$ cat src/rtl/txr_pkg.sv
package txr_pkg;
  localparam int FLG_W   = 16;
  localparam int FB_RDY  = 0;
  localparam int FB_WRAP = 1;
  localparam int FB_INT  = 2;
  localparam int FB_LAST = 3;
  localparam int FB_CRC  = 4;

  localparam logic [1:0] RA_CTRL = 2'd0;
  localparam logic [1:0] RA_STAT = 2'd1;
  localparam logic [1:0] RA_EVT  = 2'd2;
  localparam logic [1:0] RA_MASK = 2'd3;

  localparam int EV_W   = 3;
  localparam int EV_BUF = 0;
  localparam int EV_FRM = 1;
  localparam int EV_GSC = 2;

  typedef enum logic [2:0] {S_FETCH, S_DECODE, S_REQ, S_SEND, S_WB} eng_state_t;
endpackage

$ cat src/rtl/txr_desc_mem.sv
module txr_desc_mem #(
  parameter int DEPTH = 8,
  parameter int W     = 48,
  localparam int AW   = $clog2(DEPTH)
) (
  input  logic          clk,
  input  logic          we,
  input  logic [AW-1:0] waddr,
  input  logic [W-1:0]  wdata,
  input  logic [AW-1:0] ra_a,
  output logic [W-1:0]  qa,
  input  logic [AW-1:0] ra_b,
  output logic [W-1:0]  qb
);
  logic [W-1:0] mem [DEPTH];

  always_ff @(posedge clk) begin
    if (we) mem[waddr] <= wdata;
    qa <= mem[ra_a];
    qb <= mem[ra_b];
  end
endmodule

$ cat src/rtl/txr_regs.sv
module txr_regs
  import txr_pkg::*;
(
  input  logic            clk,
  input  logic            rst,
  input  logic            reg_we,
  input  logic [1:0]      reg_addr,
  input  logic [EV_W-1:0] reg_wdata,
  input  logic            halt_set,
  input  logic [EV_W-1:0] ev_set,
  output logic            gstop_req,
  output logic            halted,
  output logic [EV_W-1:0] events,
  output logic            irq
);
  logic [EV_W-1:0] mask_q;
  logic            stat_w1c;
  logic [EV_W-1:0] ev_clr;

  assign stat_w1c = reg_we && (reg_addr == RA_STAT) && reg_wdata[0];
  assign ev_clr   = (reg_we && (reg_addr == RA_EVT)) ? reg_wdata : '0;
  assign irq      = |(events & mask_q);

  always_ff @(posedge clk) begin
    if (rst) begin
      gstop_req <= 1'b0;
      halted    <= 1'b1;
      events    <= '0;
      mask_q    <= '0;
    end else begin
      if (reg_we && reg_addr == RA_CTRL) gstop_req <= reg_wdata[0];
      if (reg_we && reg_addr == RA_MASK) mask_q <= reg_wdata;
      halted <= halt_set | (halted & ~stat_w1c);
      events <= ev_set | (events & ~ev_clr);
    end
  end
endmodule

$ cat src/rtl/txr_engine.sv
module txr_engine
  import txr_pkg::*;
#(
  parameter int DEPTH = 8,
  parameter int LEN_W = 16,
  parameter int PTR_W = 16,
  localparam int IDX_W  = $clog2(DEPTH),
  localparam int DESC_W = FLG_W + LEN_W + PTR_W
) (
  input  logic              clk,
  input  logic              rst,
  input  logic              halted,
  input  logic              gstop_req,
  input  logic              sw_wr_busy,
  output logic [IDX_W-1:0]  rd_idx,
  input  logic [DESC_W-1:0] rd_q,
  output logic              wb_we,
  output logic [DESC_W-1:0] wb_data,
  output logic [PTR_W-1:0]  buf_addr,
  input  logic [7:0]        buf_data,
  output logic              tx_valid,
  input  logic              tx_ready,
  output logic [7:0]        tx_data,
  output logic              tx_eof,
  output logic              tx_crc,
  output logic              halt_set,
  output logic [EV_W-1:0]   ev_set
);
  eng_state_t        state;
  logic [IDX_W-1:0]  idx;
  logic [DESC_W-1:0] cur;
  logic [LEN_W-1:0]  cnt;
  logic              in_frame;
  logic              gs_done;
  logic              last_byte;
  logic [LEN_W-1:0]  q_len;
  logic [PTR_W-1:0]  q_ptr;

  assign rd_idx    = idx;
  assign q_len     = rd_q[FLG_W +: LEN_W];
  assign q_ptr     = rd_q[FLG_W+LEN_W +: PTR_W];
  assign last_byte = (cnt == LEN_W'(1));

  always_comb begin
    halt_set        = (state == S_DECODE) && !rd_q[FB_RDY];
    wb_we           = (state == S_WB) && !sw_wr_busy;
    wb_data         = cur;
    wb_data[FB_RDY] = 1'b0;
    ev_set          = '0;
    ev_set[EV_BUF]  = wb_we;
    ev_set[EV_FRM]  = wb_we && cur[FB_LAST] && cur[FB_INT];
    ev_set[EV_GSC]  = (state == S_FETCH) && gstop_req && !in_frame && !gs_done;
  end

  always_ff @(posedge clk) begin
    if (rst) begin
      state    <= S_FETCH;
      idx      <= '0;
      cur      <= '0;
      cnt      <= '0;
      in_frame <= 1'b0;
      gs_done  <= 1'b0;
      buf_addr <= '0;
      tx_valid <= 1'b0;
      tx_data  <= '0;
      tx_eof   <= 1'b0;
      tx_crc   <= 1'b0;
    end else begin
      case (state)
        S_FETCH: begin
          if (!gstop_req) gs_done <= 1'b0;
          if (gstop_req && !in_frame) gs_done <= 1'b1;
          else if (!halted) state <= S_DECODE;
        end
        S_DECODE: begin
          if (!rd_q[FB_RDY]) begin
            state <= S_FETCH;
          end else begin
            cur      <= rd_q;
            cnt      <= q_len;
            buf_addr <= q_ptr;
            state    <= (q_len == '0) ? S_WB : S_REQ;
          end
        end
        S_REQ: begin
          tx_data  <= buf_data;
          tx_valid <= 1'b1;
          tx_eof   <= last_byte && cur[FB_LAST];
          tx_crc   <= last_byte && cur[FB_LAST] && cur[FB_CRC];
          state    <= S_SEND;
        end
        S_SEND: begin
          if (tx_ready) begin
            tx_valid <= 1'b0;
            tx_eof   <= 1'b0;
            tx_crc   <= 1'b0;
            cnt      <= cnt - LEN_W'(1);
            buf_addr <= buf_addr + PTR_W'(1);
            state    <= last_byte ? S_WB : S_REQ;
          end
        end
        S_WB: begin
          if (!sw_wr_busy) begin
            in_frame <= !cur[FB_LAST];
            if (cur[FB_WRAP] || idx == IDX_W'(DEPTH - 1)) idx <= '0;
            else idx <= idx + IDX_W'(1);
            state <= S_FETCH;
          end
        end
        default: state <= S_FETCH;
      endcase
    end
  end
endmodule

$ cat src/rtl/txr_ring_engine.sv
module txr_ring_engine
  import txr_pkg::*;
#(
  parameter int DEPTH = 8,
  parameter int LEN_W = 16,
  parameter int PTR_W = 16,
  localparam int IDX_W  = $clog2(DEPTH),
  localparam int DESC_W = FLG_W + LEN_W + PTR_W
) (
  input  logic              clk,
  input  logic              rst,
  input  logic              dsc_we,
  input  logic [IDX_W-1:0]  dsc_waddr,
  input  logic [DESC_W-1:0] dsc_wdata,
  input  logic [IDX_W-1:0]  dsc_raddr,
  output logic [DESC_W-1:0] dsc_rdata,
  input  logic              reg_we,
  input  logic [1:0]        reg_addr,
  input  logic [EV_W-1:0]   reg_wdata,
  output logic [PTR_W-1:0]  buf_addr,
  input  logic [7:0]        buf_data,
  output logic              tx_valid,
  input  logic              tx_ready,
  output logic [7:0]        tx_data,
  output logic              tx_eof,
  output logic              tx_crc,
  output logic              halted,
  output logic [EV_W-1:0]   events,
  output logic              irq
);
  logic              gstop_req, halt_set, eng_wb_we;
  logic [EV_W-1:0]   ev_set;
  logic [IDX_W-1:0]  eng_idx;
  logic [DESC_W-1:0] eng_q, eng_wb_data;
  logic              mem_we;
  logic [IDX_W-1:0]  mem_waddr;
  logic [DESC_W-1:0] mem_wdata;

  assign mem_we    = dsc_we | eng_wb_we;
  assign mem_waddr = dsc_we ? dsc_waddr : eng_idx;
  assign mem_wdata = dsc_we ? dsc_wdata : eng_wb_data;

  txr_desc_mem #(.DEPTH(DEPTH), .W(DESC_W)) u_mem (
    .clk(clk), .we(mem_we), .waddr(mem_waddr), .wdata(mem_wdata),
    .ra_a(eng_idx), .qa(eng_q), .ra_b(dsc_raddr), .qb(dsc_rdata)
  );

  txr_regs u_regs (
    .clk(clk), .rst(rst), .reg_we(reg_we), .reg_addr(reg_addr),
    .reg_wdata(reg_wdata), .halt_set(halt_set), .ev_set(ev_set),
    .gstop_req(gstop_req), .halted(halted), .events(events), .irq(irq)
  );

  txr_engine #(.DEPTH(DEPTH), .LEN_W(LEN_W), .PTR_W(PTR_W)) u_eng (
    .clk(clk), .rst(rst), .halted(halted), .gstop_req(gstop_req),
    .sw_wr_busy(dsc_we), .rd_idx(eng_idx), .rd_q(eng_q),
    .wb_we(eng_wb_we), .wb_data(eng_wb_data), .buf_addr(buf_addr),
    .buf_data(buf_data), .tx_valid(tx_valid), .tx_ready(tx_ready),
    .tx_data(tx_data), .tx_eof(tx_eof), .tx_crc(tx_crc),
    .halt_set(halt_set), .ev_set(ev_set)
  );
endmodule

$ cat config.mk
export PLATFORM = sky130hd
export DESIGN_NAME = txr_ring_engine
export DESIGN_NICKNAME = d
export VERILOG_FILES = /design/src/rtl/txr_pkg.sv /design/src/rtl/txr_desc_mem.sv /design/src/rtl/txr_regs.sv /design/src/rtl/txr_engine.sv /design/src/rtl/txr_ring_engine.sv
export SDC_FILE = /design/constraint.sdc
export NUM_CORES = 1
export LEC_CHECK = 0
export BUFFER_PORTS_ARGS = -buffer_cell sky130_fd_sc_hd__buf_2
export CAP_MARGIN = 20
export CORE_MARGIN = 4
export CORE_UTILIZATION = 45
export CTS_CLUSTER_DIAMETER = 40
export DETAILED_ROUTE_END_ITERATION = 8
export MAX_ROUTING_LAYER = met4
export REMOVE_ABC_BUFFERS = 1
export SETUP_SLACK_MARGIN = 0.02
export SYNTH_ARGS = -nofsm -noshare
export SYNTH_HDL_FRONTEND = slang
export SYNTH_SLANG_ARGS = --single-unit
$ cat constraint.sdc
create_clock -name clk -period 9.7 [get_ports clk]
set_clock_uncertainty 0.05 [all_clocks]
set_input_delay 0.97 -clock clk [delete_from_list [all_inputs] [get_ports clk]]
set_output_delay 0.97 -clock clk [all_outputs]
set_load 0.03 [all_outputs]
### Word level (Yosys, flattened, before mapping)

Memory sizes are Yosys's and may differ from the RTL's. A register that Yosys moved wholly into a read port is not among the register bits.
Index checks and enable logic that the tools add are counted.

* add/sub/neg operators: 3
* eq/ne operators: 15
* reduce and logical (&&, ||, !) cells: 33
* bitwise operators: 9
* muxes and demuxes: 26

Operators with widths (number)
* 16-bit two-way mux: 4
* 16-bit one-hot mux with 2 select lines: 2
* 48-bit two-way mux: 1
* 3-bit two-way mux: 10
* 16-bit by 1-bit adder with 16-bit output (second input constant): 1
* 16-bit by 1-bit equality test with 1-bit output (second input constant): 1
* 16-bit zero test: 1
* 16-bit by 1-bit subtractor with 16-bit output (second input constant): 1
* 1-bit logical AND: 15
* 3-bit one-hot mux with 5 select lines: 1
* 2-bit != test (second input constant): 5
* 2-bit AND reduction: 4
* 3-bit AND: 2
* 3-bit by 2-bit equality test with 1-bit output (second input constant): 2
* 3-bit equality test (second input constant): 2
* 1-bit one-hot mux with 2 select lines: 3
* 1-bit zero test: 5
* 1-bit two-way mux: 5
* 2-bit equality test (second input constant): 2
* 4-bit AND reduction: 1
* 2-bit nonzero test: 2
* 3-bit by 1-bit adder with 3-bit output (second input constant): 1
* 3-bit by 1-bit equality test with 1-bit output (second input constant): 1
* 3-bit zero test: 1
* 11 further kinds: 13

* input port bits: 72
* logic and storage cells: 102
* memories: 1
* memory bits (writable): 384
* register bits after elaboration: 107

Memory list
* u_mem.mem: depth 8, width 48, rd ports 2, clocked after memory_dff 2, wr ports 1, line txr_desc_mem.sv:15 `logic [W-1:0] mem [DEPTH];`

### Depth between registers and ports, before layout

Gate-level depths: netlist of run 1.

* word-level depth: 6
* gate-level depth with buffers: 7
* mapped depth without buffers: 6

### Hierarchy

A second synthesis of run 1 with hierarchy kept.

* cells, all modules: 1504
* area, all modules: 25156.6 sq um

Modules (own cells, without submodules)
* txr_desc_mem: cells each 835, instances 1, area each 19522.5 sq um
* txr_engine: cells each 574, instances 1, area each 4401.7 sq um
* txr_ring_engine: cells each 58, instances 1, area each 875.8 sq um
* txr_regs: cells each 37, instances 1, area each 356.6 sq um

### Worst setup path after synthesis of run 1

Ideal clock, no wire load.

* path type: input-to-reg
* from: input port dsc_we
* to: memory u_mem.mem[0][0] (enable)
* slack: 5.245 ns
* arrival time: 3.952 ns
* library setup time: 0.454 ns
* cell stages on the path: 5
* buffers on the path: 3
* data required time: 9.196 ns
* path through: buf_2 > buf_1 > buf_1 > a21oi_1 > nor2_1

* word-level cells in the longest chain between the ends: 5

Ends and longest elaborated chain
* start: declaration: line txr_ring_engine.sv:12 `input logic dsc_we,`
* 1-bit zero test: line txr_engine.sv:46 `wb_we = (state == S_WB) && !sw_wr_busy;`
* 1-bit logical AND: line txr_engine.sv:46
* 1-bit bitwise OR: line txr_ring_engine.sv:39 `assign mem_we = dsc_we | eng_wb_we;`
* 1-bit two-way mux: line txr_desc_mem.sv:18 `if (we) mem[waddr] <= wdata;`
* 1-bit two-way mux (implied by the code): line txr_desc_mem.sv:18
* end: declaration: line txr_desc_mem.sv:15

Several ways; a longest one is shown, not always the timed one.

### Worst setup path after layout of run 1

* from: input port dsc_we
* to: memory u_mem.mem[1][43] (enable)

The elaborated chain is that of the path after synthesis.

==> results of run 1 <==
## final cells by class
| class | instances | area share, % |
|---|---|---|
| clock buffer | 101 | 8.01 |
| clock inverter | 65 | 2.39 |
| inverter | 18 | 0.232 |
| multi-input combinational | 796 | 29.6 |
| sequential | 586 | 53.5 |
| tap | 696 | 2.99 |
| timing repair buffer | 174 | 3.29 |
## registers in the layout, indices dropped and copies added, names as in the netlist, 3 cells and up
| register | cells |
|---|---|
| u_regs.mask_q | 3 |
| u_eng.rd_idx | 3 |
| u_regs.events | 3 |
| u_eng.state | 3 |
| u_mem.mem | 384 |
| u_mem.qa | 48 |
| u_eng.cnt | 16 |
| u_eng.buf_addr | 16 |
| u_eng.tx_data | 8 |
| u_mem.qb | 48 |
| u_eng.cur | 47 |
## metal layers
layer / track usage (%) / vias to the layer above / routed length, µm
met4: 5.53 / 0 / 993
met3: 3.53 / 71 / 4110
met2: 35.1 / 508 / 30900
met1: 30.8 / 7673 / 27900
li1: - / 6358 / -
met5: - / - / 0
## cell usage after synthesis (2+ instances only)
| cell type | instances |
|---|---|
| edfxtp_1 | 384 |
| dfxtp_1 | 202 |
| mux4_2 | 192 |
| mux2_2 | 145 |
| nand2_1 | 126 |
| a21oi_1 | 80 |
| clkbuf_1 | 46 |
| nor2_1 | 45 |
| buf_2 | 38 |
| inv_1 | 18 |
| mux2i_1 | 17 |
| nand3_1 | 17 |
| nor3_1 | 17 |
| o21ai_0 | 17 |
| buf_1 | 12 |
| nor4_1 | 12 |
| a31oi_1 | 9 |
| a21boi_0 | 8 |
| nand4_1 | 8 |
| o22ai_1 | 7 |
| nor3b_1 | 6 |
| o32ai_1 | 6 |
| a211oi_1 | 5 |
| ha_1 | 5 |
| or4_1 | 5 |
| a22oi_1 | 4 |
| and3_1 | 4 |
| nand2b_1 | 4 |
| o211ai_1 | 4 |
| o31ai_1 | 4 |
| a32oi_1 | 3 |
| and2_1 | 3 |
| nand4b_1 | 3 |
| nor2b_1 | 3 |
| nor4b_1 | 3 |
| a311oi_1 | 2 |
| and3b_1 | 2 |
| and4_1 | 2 |
| buf_4 | 2 |
| or3_1 | 2 |
## logic make-up after synthesis
family | Yosys count | share of synthesized area (%)
fa+ha+maj | 5 | 0.254
flops | 586 | 63.3
simple gates | 272 | 5.38
compound gates | 163 | 4.06
buf+inv | 117 | 2.04
xor+xnor | 1 | 0.0356
mux | 355 | 25.0
## cell usage in the layout, fill, tap and decap left out, drive strengths merged, types with 13 or more instances in the layout
master | netlist | final
inv | 18 | 37
o21ai | 17 | 17
nand3 | 17 | 17
nor2 | 46 | 46
nor3 | 18 | 18
nand2 | 126 | 126
clkinv | 0 | 28
a21oi | 80 | 80
mux4 | 192 | 192
mux2i | 18 | 18
mux2 | 145 | 145
buf | 53 | 174
nor4 | 13 | 13
dfxtp | 202 | 202
edfxtp | 384 | 384
clkbuf | 46 | 101
## per-stage QoR
stage,utilization [%],cell area [µm²],hold slack [ps]
final,53.9,29100,384
after global routing,53.9,29100,414
after CTS,53.9,29100,386
after detailed placement,48.3,26100,378
after global placement,48.3,26100,369
after floorplan,-,24200,361
## worst max-delay path: stages
cell and delay, ps:
buf_4 240, buf_4 780, a22oi_1 540, nor2_4 810, buf_4 590
## power breakdown
group          total (µW)  leakage, µW  internal [µW]  switching (µW)
logic                 427      0.00320            162             265
clock network        3180      0.00145           1960            1220
registers            2800      0.00521           2750            51.6
total                6410      0.00986           4870            1540
## final timing paths
kind                        from               end  slack [ps]  cells past startpoint
setup / recovery          dsc_we  u_mem.mem[1][43]        5910                      5
setup reg to reg  u_eng.state[2]  u_mem.mem[1][43]        6240                      4
hold reg to reg      u_mem.qa[3]      u_eng.cur[3]         380                      2
hold / removal       u_mem.qa[3]      u_eng.cur[3]         380                      2
==> out/metrics.csv, run 1 <==
metric;value;unit
area grow syn2layout;18.4;%
critical-path maximum fanout;51;
Worst Path Arrival;3980;ps
port bufs;151;
status;finished, final reports clean;
Post-synth EDFFs;384;
Yosys reg bits;586;
top cell type's share of synthesized area;46.9;%
wirelength, routed;63.9;mm
post-synthesis async set-or-reset flop share;0;%
DP Worst Slack;5220;ps
Worst Setup Path Type;primary input to flop;
n_diodes;0;
Setup Buffers After CTS;0;
TritonCTS clock tree;built;
largest net degree at the start of global routing;61;
ANT nets after route;0;
Synth Flop Type;edfxtp_1;
Fill cells;4341;
cts repair resizes;0;
post-synthesis cell area;24600;µm²
GR Util All Layers;22.3;%
non-filler cells, final;2436;
Clock Latency Late Sink;620;ps
critical path data required time;9890;ps
TritonCTS Sinks;586;
IO Pins;152;
Placed Cells;2269;
total grt overflow;0;
Die Ht;242;µm
Final Max Tran Viols;0;
Crit. End Element;flop;
Slew Limit Headroom;27.6;%
Worst-Margin Slew;1090;ps
dpl hpwl;36.5;mm
wire length per cell;26.2;µm
global-route wire length before repair;95.5;mm
CP startpoint kind;primary input;
DRC violations left;0;
Lkg Pwr;0.00986;µW
Tot Pwr;6410;µW
fmax;264;MHz
CTS Buf Count;88;
routability congestion estimate;0.817;
multi-input gate area in the final layout;8620;µm²
Yosys top cell by area;edfxtp_1;
final worst slack;5910;ps
synth warn;0;
full die area;58500;µm²
Hold Violations, Final;0;
Hold Path Class;flop to flop;
Hold Buf Count CTS;0;
final net count;1741;
Die W;242;µm
library cells used by synthesis;67;
Post-Syn Instances;1499;
Synth area leaders;edfxtp_1 (47%), mux4_2 (18%), dfxtp_1 (16%);
Core Box Area;54000;µm²
max_cap viols;0;
DR pass1 iterations;5;
setup TNS;0;ps
RSZ-0062 raised after global routing;false;
row cnt;85;
vias per cell;6.00;
vias in the first global route;15000;
Syn Area/Cell;16.4;µm²
ratio of cells with drive above 1 in the final layout;39.5;%
Clock Root Buffer;clkbuf_16;
H-tree Lvls;3;
Starting Density;45.6;%
clock slew at the register clock pins of the worst setup and hold paths;50;ps
initial antenna violation count;0;
worst vdd rail ir drop;0.168;mV
FF+latch area;15600;µm²
Via Count;14600;
P per Cell Area;220;nW/µm²
final setup violation count;0;
1st-iter DRT viols;1463;
Tmin final;3790;ps
Clock Tree Buf Depth;3;
sequential fraction of the synthesis area;63.3;%
fin crit share;39.1;%
Power figures use the tool's default switching activity.
==> run 2, diff against run 1 <==
Settings changed: ABC_AREA set to 1.
Clock period 9.7 ns to 3.35 ns, I/O delays scaled along.
==> run 2 against run 1 <==
Net effect: clock power rose to 3.1 times the previous value; register-to-register slack got worse by 5600 ps; critical path depth rose by 2; non-clock buffer count rose by 39; sequential share of layout area decreased by 2.3 points; synthesized cell count increased by 84%; die area increased by 4.2%; global-route usage up 2.5 points; via count increased by 44%; final cell count up 52%; design area up 4.6%; highest routed layer unchanged.
==> out/metrics.csv, run 2 <==
metric;value;unit;change
CTS Buf Count;87;;-1.1%
Clock Latency Late Sink;640;ps;+20 ps
Die W;247;µm;+2.1%
Die Ht;247;µm;+2.1%
initial antenna violation count;1;;+1
top cell type's share of synthesized area;44.9;%;-1.9 points
vias in the first global route;19600;;+31%
fin crit share;79.9;%;
TritonCTS Sinks;586;;unchanged
Post-synth EDFFs;384;;unchanged
Tot Pwr;19000;µW;+200%
Crit-path slowest cell;nor2_1;;
post-synthesis cell area;25700;µm²;+4.3%
non-filler cells, final;3700;;+52%
crit-path cells;inv_2 -> nand2_1 -> nor2_1 -> clkinv_1 -> nor2_1 -> nor2_1 -> dlygate4sd3_1;;
H-tree Lvls;3;;unchanged
port bufs;151;;unchanged
DRC violations left;0;;unchanged
library cells used by synthesis;37;;-45%
cts repair resizes;0;;unchanged
critical-path maximum fanout;12;;-76%
max_cap viols;0;;unchanged
Worst Setup Path Type;flop to flop;;
Clock Tree Buf Depth;3;;unchanged
RSZ-0062 raised after global routing;false;;
CP startpoint kind;flop;;
Placed Cells;3514;;+55%
most common cell after layout, fill and taps aside;o21ai_0;;
final setup violation count;0;;unchanged
most common cell in the netlist;o21ai_0;;
status;finished, final reports clean;;
Crit. End Element;flop;;
biggest regs;u_mem.mem: 384 flops, u_mem.qa: 48 flops, u_mem.qb: 48 flops;;
largest stage delay on the critical path;600;ps;-210 ps
Via Count;21000;;+44%
worst vdd rail ir drop;0.420;mV;+150%
Clock Root Buffer;clkbuf_16;;
area grow syn2layout;18.6;%;
P per Cell Area;624;nW/µm²;+180%
post-synthesis async set-or-reset flop share;0;%;unchanged
total grt overflow;0;;unchanged
max reg flops;384;;unchanged
Hold Path Class;primary input to flop;;
fmax;374;MHz;
critical path data required time;3820;ps;-6070 ps
most frequent cells in the layout;o21ai_0 (422), edfxtp_1 (384), nand2_1 (381);;
row cnt;87;;+2.4%
full die area;61000;µm²;+4.2%
ANT nets after route;0;;unchanged
Yosys reg bits;586;;unchanged
wire length per cell;20.3;µm;-23%
Lkg Pwr;0.0114;µW;+16%
Synth area leaders;edfxtp_1 (45%), dfxtp_1 (16%), o21ai_0 (8.2%);;
Core Box Area;56500;µm²;+4.6%
routability congestion estimate;0.894;;+9.4%
dpl hpwl;43.4;mm;+19%
Fill cells;4934;;+14%
final net count;2945;;+69%
vias per cell;5.68;;-5.3%
DR pass1 iterations;7;;+2
Setup Buffers After CTS;0;;unchanged
wirelength, routed;75.1;mm;+18%
Yosys top cell by area;edfxtp_1;;
ratio of cells with drive above 1 in the final layout;13.0;%;-26 points
Final Max Tran Viols;0;;unchanged
Syn Area/Cell;9.31;µm²;-43%
Worst-Margin Slew;1020;ps;-66.6 ps
Post-Syn Instances;2758;;+84%
Slew Limit Headroom;32.0;%;+4.3 points
sequential fraction of the synthesis area;60.6;%;-2.6 points
1st-iter DRT viols;1900;;+30%
synth warn;0;;unchanged
Top reg by flops;u_mem.mem;;
Post-synth top cells;o21ai_0 (422), edfxtp_1 (384), nand2_1 (381);;
Synth Flop Type;edfxtp_1;;
IO Pins;152;;unchanged
Starting Density;45.5;%;-0.099 points
TritonCTS clock tree;built;;
Hold Violations, Final;0;;unchanged
largest net degree at the start of global routing;195;;+220%
global-route wire length before repair;114;mm;+19%
Worst Path Arrival;3150;ps;-830 ps
Tmin final;2680;ps;
GR Util All Layers;24.8;%;+2.5 points
cell mode on critical path;nor2_1;;
clock slew at the register clock pins of the worst setup and hold paths;60;ps;about the same
run 2: through the flow:
stage	setup WS (ps)	hold WS [ps]	area (µm²)	TNS [ps]	util [%]
after floorplan	-6850	354	24800	-2557340	-
after global placement	813	380	27000	0	47.8
after detailed placement	779	387	27000	0	47.8
after CTS	678	1.05	30500	0	53.9
after global routing	394	76.5	30500	0	53.9
final	675	38.6	30500	0	53.9
run 2: final cells by class:
class	instances	area, µm²	share of cell area (%)
diodes	1	2.50	0.00822
clock buffers	103	2330	7.65
clock inverters	61	890	2.92
inverters	214	811	2.66
multi-input cells	1766	8490	27.9
flip-flops and latches	586	15600	51.2
well taps	756	946	3.11
repair buffers	213	1410	4.61
run 2: logic make-up (layout without fill, tap and decap cells):
kind of cell,count (synthesis),count (layout),synth area share [%]
simple gates,809,809,12.4
other cells,0,1,0
xor+xnor,2,2,0.0682
compound gates,950,950,20.1
flops,586,586,60.6
fa+ha+maj,5,5,0.244
buf+inv,406,591,6.51
run 2: repair_timing:
action                                  4_1_cts  5_1_grt
endpoints found under the setup margin        0        0
hold buffers                                 21        0
hold endpoints to repair                     18        0
run 2: per-layer routing:
layer  wire length, µm  share of wire (%)  track usage (%)
met5                 0                  0                -
met4              2020                2.7             8.33
met3              5500                7.3             3.78
met2             34500                 46             38.2
met1             33100                 44             33.8
run 2: path summary, 6_finish.rpt:
path / cells past startpoint / from / slack [ps] / endpoint
hold / removal: 4 / rst / 40 / u_eng.tx_data[6]
setup reg to reg: 7 / u_eng.state[2] / 670 / u_eng.tx_data[7]
hold reg to reg: 2 / u_regs.mask_q[1] / 390 / u_regs.mask_q[1]
setup / recovery: 7 / u_eng.state[2] / 670 / u_eng.tx_data[7]
run 2: power by group:
part | internal [µW] | switching (µW) | leakage (µW)
logic | 309 | 814 | 0.00468
clock network | 6260 | 3580 | 0.00155
registers | 7940 | 96.9 | 0.00522
run 2: worst max-delay path: cells and delay by family (launching register included):
family	cells	cell delay, ps
buffers and inverters	3	1210
AND/OR/NAND/NOR	4	920
flip-flops	1	380
